$ cat config.mk
export PLATFORM = sky130hd
export DESIGN_NAME = ptp_sys_timer
export DESIGN_NICKNAME = d
export VERILOG_FILES = /design/src/rtl/ptp_tc_pkg.sv /design/src/rtl/ptp_rate_accum.sv /design/src/rtl/ptp_time_core.sv /design/src/rtl/ptp_target_cmp.sv /design/src/rtl/ptp_sys_timer.sv
export SDC_FILE = /design/constraint.sdc
export NUM_CORES = 1
export LEC_CHECK = 0
export BUFFER_PORTS_ARGS = -buffer_cell sky130_fd_sc_hd__buf_2
export CORE_UTILIZATION = 55
export CTS_BUF_LIST = sky130_fd_sc_hd__clkbuf_4
export DETAILED_ROUTE_END_ITERATION = 12
export GPL_TIMING_DRIVEN = 0
export PLACE_DENSITY = 0.73
export REMOVE_ABC_BUFFERS = 1
export SLEW_MARGIN = 20
export SYNTH_ARGS = -nofsm -noshare
export SYNTH_HDL_FRONTEND = slang
export SYNTH_SLANG_ARGS = --single-unit
$ cat constraint.sdc
create_clock -name clk -period 3.9 [get_ports clk]
set_clock_uncertainty 0.15 [all_clocks]
set_input_delay 0.39 -clock clk [delete_from_list [all_inputs] [get_ports clk]]
set_output_delay 0.39 -clock clk [all_outputs]
set_load 0.01 [all_outputs]
$ cat src/rtl/ptp_tc_pkg.sv
package ptp_tc_pkg;
    localparam int REG_AW = 8;
    localparam logic [REG_AW-1:0] OFS_CTRL    = 8'h00;
    localparam logic [REG_AW-1:0] OFS_EVENT   = 8'h04;
    localparam logic [REG_AW-1:0] OFS_ADDEND  = 8'h08;
    localparam logic [REG_AW-1:0] OFS_ACCUM   = 8'h0C;
    localparam logic [REG_AW-1:0] OFS_TIME_LO = 8'h20;
    localparam logic [REG_AW-1:0] OFS_TIME_HI = 8'h24;
    localparam logic [REG_AW-1:0] OFS_TGT_LO  = 8'h28;
    localparam logic [REG_AW-1:0] OFS_TGT_HI  = 8'h2C;
    localparam int CTRL_HOLD_BIT   = 0;
    localparam int CTRL_TGT_EN_BIT = 1;
    localparam int EVT_TGT_BIT     = 1;
endpackage

$ cat src/rtl/ptp_rate_accum.sv
module ptp_rate_accum #(
    parameter int ACC_W = 32,
    parameter logic [ACC_W-1:0] ADDEND_RST = 32'hF0000029
) (
    input  logic             clk,
    input  logic             rst_n,
    input  logic             hold,
    input  logic             addend_we,
    input  logic             accum_we,
    input  logic [ACC_W-1:0] wdata,
    output logic [ACC_W-1:0] addend,
    output logic [ACC_W-1:0] accum,
    output logic             tick
);
    typedef struct packed {
        logic [ACC_W-1:0] addend;
        logic [ACC_W-1:0] accum;
    } acc_st_t;

    acc_st_t st_d, st_q;
    logic [ACC_W:0] sum_full;

    always_comb begin
        st_d     = st_q;
        sum_full = {1'b0, st_q.accum} + {1'b0, st_q.addend};
        tick     = 1'b0;
        if (addend_we) st_d.addend = wdata;
        if (hold) begin
            st_d.accum = '0;
        end else if (accum_we) begin
            st_d.accum = wdata;
        end else begin
            st_d.accum = sum_full[ACC_W-1:0];
            tick       = sum_full[ACC_W];
        end
    end

    always_ff @(posedge clk or negedge rst_n) begin
        if (!rst_n) begin
            st_q.addend <= ADDEND_RST;
            st_q.accum  <= '0;
        end else begin
            st_q <= st_d;
        end
    end

    assign addend = st_q.addend;
    assign accum  = st_q.accum;

    AST_ACC_STEP: assert property (@(posedge clk) disable iff (!rst_n)
        (!hold && !accum_we) |=> accum == ACC_W'($past(accum) + $past(addend)))
        else $error("accumulator step wrong");
    AST_ACC_HOLD: assert property (@(posedge clk) disable iff (!rst_n)
        hold |=> accum == '0)
        else $error("accumulator not held");
    AST_ACC_LOAD: assert property (@(posedge clk) disable iff (!rst_n)
        (!hold && accum_we) |=> accum == $past(wdata))
        else $error("accumulator load wrong");
endmodule

$ cat src/rtl/ptp_time_core.sv
module ptp_time_core #(
    parameter int WORD_W = 32,
    localparam int TIME_W = 2 * WORD_W
) (
    input  logic              clk,
    input  logic              rst_n,
    input  logic              hold,
    input  logic              tick,
    input  logic              lo_we,
    input  logic              hi_we,
    input  logic              lo_rd,
    input  logic [WORD_W-1:0] wdata,
    output logic [TIME_W-1:0] sys_time,
    output logic [WORD_W-1:0] hi_shadow
);
    typedef struct packed {
        logic [TIME_W-1:0] tval;
        logic [WORD_W-1:0] lo_stage;
        logic [WORD_W-1:0] hi_cap;
    } time_st_t;

    time_st_t st_d, st_q;

    always_comb begin
        st_d = st_q;
        if (lo_we) st_d.lo_stage = wdata;
        if (lo_rd) st_d.hi_cap = st_q.tval[TIME_W-1:WORD_W];
        if (hold) begin
            st_d.tval = '0;
        end else if (hi_we) begin
            st_d.tval = {wdata, st_q.lo_stage};
        end else if (tick) begin
            st_d.tval = st_q.tval + TIME_W'(1);
        end
    end

    always_ff @(posedge clk or negedge rst_n) begin
        if (!rst_n) st_q <= '0;
        else        st_q <= st_d;
    end

    assign sys_time  = st_q.tval;
    assign hi_shadow = st_q.hi_cap;

    AST_TIME_STEP: assert property (@(posedge clk) disable iff (!rst_n)
        (!hold && !hi_we) |=> sys_time == $past(sys_time) + TIME_W'($past(tick)))
        else $error("time step wrong");
    AST_TIME_HOLD: assert property (@(posedge clk) disable iff (!rst_n)
        hold |=> sys_time == '0)
        else $error("time not held");
    AST_TIME_LOAD: assert property (@(posedge clk) disable iff (!rst_n)
        (!hold && hi_we && !lo_we) |=> sys_time == {$past(wdata), $past(st_q.lo_stage)})
        else $error("time load wrong");
    AST_HI_CAPTURE: assert property (@(posedge clk) disable iff (!rst_n)
        !lo_rd |=> $stable(hi_shadow))
        else $error("captured high word moved");
endmodule

$ cat src/rtl/ptp_target_cmp.sv
module ptp_target_cmp #(
    parameter int WORD_W = 32,
    localparam int TIME_W = 2 * WORD_W
) (
    input  logic              clk,
    input  logic              rst_n,
    input  logic [TIME_W-1:0] sys_time,
    input  logic              enable,
    input  logic              lo_we,
    input  logic              hi_we,
    input  logic              clr,
    input  logic [WORD_W-1:0] wdata,
    output logic [TIME_W-1:0] target,
    output logic              pending
);
    typedef struct packed {
        logic [TIME_W-1:0] tgt;
        logic              pend;
    } tgt_st_t;

    tgt_st_t st_d, st_q;
    logic    reached;

    always_comb begin
        st_d    = st_q;
        reached = enable && (sys_time >= st_q.tgt);
        if (lo_we) st_d.tgt[WORD_W-1:0]      = wdata;
        if (hi_we) st_d.tgt[TIME_W-1:WORD_W] = wdata;
        st_d.pend = reached || (st_q.pend && !clr);
    end

    always_ff @(posedge clk or negedge rst_n) begin
        if (!rst_n) st_q <= '0;
        else        st_q <= st_d;
    end

    assign target  = st_q.tgt;
    assign pending = st_q.pend;

    AST_PEND_SET: assert property (@(posedge clk) disable iff (!rst_n)
        (enable && sys_time >= target) |=> pending)
        else $error("pending not set");
    AST_PEND_CLR: assert property (@(posedge clk) disable iff (!rst_n)
        (clr && !enable) |=> !pending)
        else $error("pending not cleared");
    AST_PEND_QUIET: assert property (@(posedge clk) disable iff (!rst_n)
        (!enable && !pending) |=> !pending)
        else $error("pending set while disabled");
endmodule

$ cat src/rtl/ptp_sys_timer.sv
module ptp_sys_timer
    import ptp_tc_pkg::*;
#(
    parameter int DATA_W = 32,
    parameter int ADDR_W = REG_AW,
    parameter logic [DATA_W-1:0] ADDEND_RST = 32'hF0000029
) (
    input  logic              clk,
    input  logic              rst_n,
    input  logic              reg_wr_en,
    input  logic              reg_rd_en,
    input  logic [ADDR_W-1:0] reg_addr,
    input  logic [DATA_W-1:0] reg_wdata,
    output logic [DATA_W-1:0] reg_rdata,
    output logic              reg_rdata_valid,
    output logic              tgt_pending
);
    localparam int TIME_W = 2 * DATA_W;

    typedef struct packed {
        logic              hold;
        logic              tgt_en;
        logic [DATA_W-1:0] rdata;
        logic              rvalid;
    } top_st_t;

    top_st_t st_d, st_q;

    logic [DATA_W-1:0] addend, accum, hi_shadow;
    logic [TIME_W-1:0] sys_time, target;
    logic              tick, pending;

    logic hit_ctrl, hit_evt, hit_add, hit_acc, hit_tlo, hit_thi, hit_glo, hit_ghi;
    assign hit_ctrl = reg_addr == ADDR_W'(OFS_CTRL);
    assign hit_evt  = reg_addr == ADDR_W'(OFS_EVENT);
    assign hit_add  = reg_addr == ADDR_W'(OFS_ADDEND);
    assign hit_acc  = reg_addr == ADDR_W'(OFS_ACCUM);
    assign hit_tlo  = reg_addr == ADDR_W'(OFS_TIME_LO);
    assign hit_thi  = reg_addr == ADDR_W'(OFS_TIME_HI);
    assign hit_glo  = reg_addr == ADDR_W'(OFS_TGT_LO);
    assign hit_ghi  = reg_addr == ADDR_W'(OFS_TGT_HI);

    ptp_rate_accum #(.ACC_W(DATA_W), .ADDEND_RST(ADDEND_RST)) i_rate (
        .clk       (clk),
        .rst_n     (rst_n),
        .hold      (st_q.hold),
        .addend_we (reg_wr_en && hit_add),
        .accum_we  (reg_wr_en && hit_acc),
        .wdata     (reg_wdata),
        .addend    (addend),
        .accum     (accum),
        .tick      (tick)
    );

    ptp_time_core #(.WORD_W(DATA_W)) i_time (
        .clk       (clk),
        .rst_n     (rst_n),
        .hold      (st_q.hold),
        .tick      (tick),
        .lo_we     (reg_wr_en && hit_tlo),
        .hi_we     (reg_wr_en && hit_thi),
        .lo_rd     (reg_rd_en && hit_tlo),
        .wdata     (reg_wdata),
        .sys_time  (sys_time),
        .hi_shadow (hi_shadow)
    );

    ptp_target_cmp #(.WORD_W(DATA_W)) i_tgt (
        .clk      (clk),
        .rst_n    (rst_n),
        .sys_time (sys_time),
        .enable   (st_q.tgt_en),
        .lo_we    (reg_wr_en && hit_glo),
        .hi_we    (reg_wr_en && hit_ghi),
        .clr      (reg_wr_en && hit_evt && reg_wdata[EVT_TGT_BIT]),
        .wdata    (reg_wdata),
        .target   (target),
        .pending  (pending)
    );

    always_comb begin
        st_d        = st_q;
        st_d.rvalid = reg_rd_en;
        if (reg_wr_en && hit_ctrl) begin
            st_d.hold   = reg_wdata[CTRL_HOLD_BIT];
            st_d.tgt_en = reg_wdata[CTRL_TGT_EN_BIT];
        end
        if (reg_rd_en) begin
            st_d.rdata = '0;
            unique case (1'b1)
                hit_ctrl: begin
                    st_d.rdata[CTRL_HOLD_BIT]   = st_q.hold;
                    st_d.rdata[CTRL_TGT_EN_BIT] = st_q.tgt_en;
                end
                hit_evt:  st_d.rdata[EVT_TGT_BIT] = pending;
                hit_add:  st_d.rdata = addend;
                hit_acc:  st_d.rdata = accum;
                hit_tlo:  st_d.rdata = sys_time[DATA_W-1:0];
                hit_thi:  st_d.rdata = hi_shadow;
                hit_glo:  st_d.rdata = target[DATA_W-1:0];
                hit_ghi:  st_d.rdata = target[TIME_W-1:DATA_W];
                default:  st_d.rdata = '0;
            endcase
        end
    end

    always_ff @(posedge clk or negedge rst_n) begin
        if (!rst_n) st_q <= '0;
        else        st_q <= st_d;
    end

    assign reg_rdata       = st_q.rdata;
    assign reg_rdata_valid = st_q.rvalid;
    assign tgt_pending     = pending;

    AST_RD_LATENCY: assert property (@(posedge clk) disable iff (!rst_n)
        reg_rd_en |=> reg_rdata_valid)
        else $error("read data not valid after strobe");
    AST_RD_IDLE: assert property (@(posedge clk) disable iff (!rst_n)
        !reg_rd_en |=> !reg_rdata_valid)
        else $error("spurious read valid");
endmodule

==> impl_metrics.py <==
metrics = {
    "cts": {
        "worstSkewPairLatency_ns": 0.73,
        "cts-root-buf": "clkbuf_4",
        "htree_levels": 3,
        "clk_pin_slew_ns": 0.06,
        "cts_made_buffers": 81,
        "cts_tree": "yes",
        "clock-sinks": 292,
        "clockBufferDepth": 3,
    },
    "cells_and_area": {
        "area_growth_pct": 16.61,
        "postLayoutCellArea_um2": 19250,
        "layout.nets": 1893,
        "fillCellCount": 2418,
        "drive_above_1_share": 0.2552,
    },
    "sta": {
        "setup_viol": 0,
        "timing.fmax_ghz": 0.2584,
        "slew_violations": 0,
        "final_hold_viol_count": 0,
        "fin_crit_ns": 3.870,
        "period_share": 0.9924,
        "relSlewSlack": 0.3996,
        "worst_pin_slew_ns": 0.8966,
        "fin_ws_ns": 0.02964,
    },
    "power_and_ir_drop": {
        "seqPwrFrac": 0.432,
        "clockPowerShare": 0.322,
        "p_sw_frac": 0.3297,
        "combPwrFrac": 0.246,
        "ir_drop_v": 0.0003065,
        "p_sw_mw": 2.939,
        "p_leak_nw": 8.854,
        "p_per_area_nw_per_um2": 463.2,
        "internal_power_mw": 5.976,
        "power_mw": 8.915,
    },
    "place": {
        "port_buffers": 77,
        "hpwl_um": 32060,
        "post-place-ws_ns": -0.8846,
        "dpl_cell_area_um2": 17670,
        "routabilityCongestion": 0.9173,
    },
    "yosys": {
        "synth-simple-area-share": 0.1265,
        "synth_xor_area_frac": 0.03555,
        "synthAdderAreaFrac": 0.07475,
        "ys_types": 61,
        "synth.area.mux_share": 0.1108,
        "synth_top_cell_area_share": 0.4321,
        "netlist_area_um2": 16500,
        "synth_top_family_by_area": "compound AO/OA/AOI/OAI gates",
        "yosys.area.top_type": "dfrtp_1",
        "synth_area_leaders": "dfrtp_1 (43%), mux2_2 (11%), ha_1 (7.4%)",
        "ys_ff_latch": 292,
        "synth_compound_area_frac": 0.1694,
        "yosysWarnings": 0,
        "synth_seq_area_share": 0.4433,
        "async_flop_share": 1.000,
        "syn-instance-count": 1612,
        "syn_avg_cell_area_um2": 10.24,
        "synth_edf_count": 0,
        "synth_common_cells": "dfrtp_1 (285), mux2_2 (158), nor2_1 (133)",
        "synth_flop_cell": "dfrtp_1",
        "synth_most_common_cell": "dfrtp_1",
    },
    "critical_path": {
        "crit_chain": "ha_4 -> fa_2 -> a211oi_2 -> o21bai_2 -> o2111ai_2 -> nand3_2 -> a21o_1 -> a21oi_4 -> buf_16 -> or4_4 -> buf_12 -> or4_1 -> a311oi_1",
        "critPathKind": "flop to flop",
        "cp_data_arrival_time_ns": 4.33,
        "cp_max_fo": 20,
        "worstSetupStartpoint": "i_rate.addend[0]",
        "crit_path_max_incr_delay_ns": 0.60,
        "crit_slowest_cell": "or4_4",
        "critPathLaunchType": "flop",
        "reg2reg_from": "i_rate.addend[0]",
        "worstPathRequired_ns": 4.36,
        "end_kind": "flop",
    },
    "drt": {
        "vias_per_cell": 6.378,
        "drtPass1Iterations": 7,
        "wl_per_cell_um": 22.04,
        "first_iter_violations": 1180,
        "postRouteAntennaNets": 0,
        "vias": 14060,
        "drc": 0,
        "wirelength_um": 48590,
    },
    "min_path": {
        "hp-class": "primary input to flop",
        "hp-start": "reg_wr_en",
    },
    "floorplanning": {
        "die_h_um": 175.2,
        "core_um2": 29560,
        "rows": 63,
        "die_area_um2": 30710,
        "start_util": 0.5583,
        "io_pins": 78,
        "die_w_um": 175.2,
    },
    "global_routing": {
        "gr-total-overflow": 0,
        "antenna_found_initial": 1,
        "track_usage": 0.3257,
        "first_global_vias": 14210,
        "grt_max_degree": 94,
        "grt_first_pass_wirelength_um": 77410,
    },
    "outcome": {
        "status": "complete, no violations",
    },
    "flow_run": {
        "cap_viol_max_count": 0,
    },
}
==> area by class of cell <==
cell class / count / area, um2 / share of cell area
multi-input cells: 1146 / 8702 / 0.4522
flip-flops and latches: 292 / 7322 / 0.3804
repair buffers: 150 / 1373 / 0.07132
clock buffers: 136 / 1021 / 0.05305
well taps: 390 / 488.0 / 0.02535
inverters: 80 / 300.3 / 0.01560
clock inverters: 10 / 37.54 / 0.001950
diodes: 1 / 2.502 / 0.0001300
==> critical path, delay by kind of cell, from the launching register on <==
family | cells | cell delay, ns
fa+ha+maj | 2 | 0.40
buf+inv | 2 | 0.35
simple gates | 3 | 1.15
flops | 1 | 0.56
compound gates | 6 | 1.14
==> cells by family after synthesis <==
family | Yosys count
AND/OR/NAND/NOR | 419
AO/OA/AOI/OAI | 399
flip-flops | 292
buffers and inverters | 174
multiplexers | 163
adder cells (fa/ha/maj) | 98
XOR/XNOR | 67
==> metal layers <==
metal  share of wire  GRT usage
met2            0.46     0.5182
met3           0.085    0.05440
met1            0.42     0.4441
met4           0.034     0.1293
met5               0          0
==> power groups by stage <==
stage / logic (mW) / clock network (mW) / registers, mW
final: 2.19 / 2.87 / 3.85
after global routing: 2.43 / 3.08 / 3.90
after CTS: 2.15 / 2.92 / 3.84
after detailed placement: 2.10 / 0 / 3.89
after global placement: 2.00 / 0 / 3.89
after floorplan: 1.50 / 0 / 3.77
==> metrics by stage <==
| step | TNS [ns] | instances | hold WS [ns] | utilization |
|---|---|---|---|---|
| final | 0 | 2205 | 0.03630 | 0.6511 |
| after global routing | -0.001391 | 2205 | 0.01628 | 0.6511 |
| after CTS | 0 | 2200 | 0.004972 | 0.6481 |
| after detailed placement | -11.04 | 2012 | 0.2289 | 0.5977 |
| after global placement | -1969.46 | 1985 | 0.3180 | 0.5759 |
| after floorplan | -133.65 | 1518 | -0.05559 | - |
==> placed cells by master (no fill, tap or decap), types with 17 or more instances in the layout <==
cell type / n
a211oi_1: 58
o21ai_0: 41
clkbuf_4: 136
nand4_1: 21
nor3_1: 17
dlygate4sd3_1: 33
a311oi_1: 18
ha_1: 96
nor4_1: 23
nand2_1: 98
a41oi_1: 30
a21o_1: 47
a21oi_1: 67
buf_2: 75
dfrtp_1: 282
xnor2_1: 57
buf_4: 18
nor2_1: 128
a22oi_1: 88
nand3_1: 34
inv_1: 80
mux2_2: 158
==> repair_timing <==
action | CTS | global route
cloned | 0 | 0
hold endpoints to repair | 329 | 0
hold buffers | 33 | 0
buffers inserted | 9 | 4
endpoints found under the setup margin | 37 | 21
pin swaps | 7 | 8
gates resized for setup | 6 | 11
==> state kept, by name, summed over array words and instances, names as in the netlist <==
signal,count
i_tgt.target,64
i_time.sys_time,64
st_q,2
reg_rdata_valid,1
i_time.st_q,32
i_rate.addend,32
i_rate.accum,32
i_tgt.pending,1
reg_rdata,32
i_time.hi_shadow,32
==> final timing paths <==
path                            slack (ns)  cells after the start                   end
max in group asynchronous             1.98                      5     i_rate.addend[28]
worst min register to register        0.34                      2  i_time.hi_shadow[25]
worst max register to register        0.03                     13   i_time.sys_time[59]
min in group asynchronous             0.08                      2      i_tgt.target[46]
worst max-delay path                  0.03                     13   i_time.sys_time[59]
worst min-delay path                  0.04                      3              st_q[33]
No activity file was read; power rests on OpenSTA's default activity.
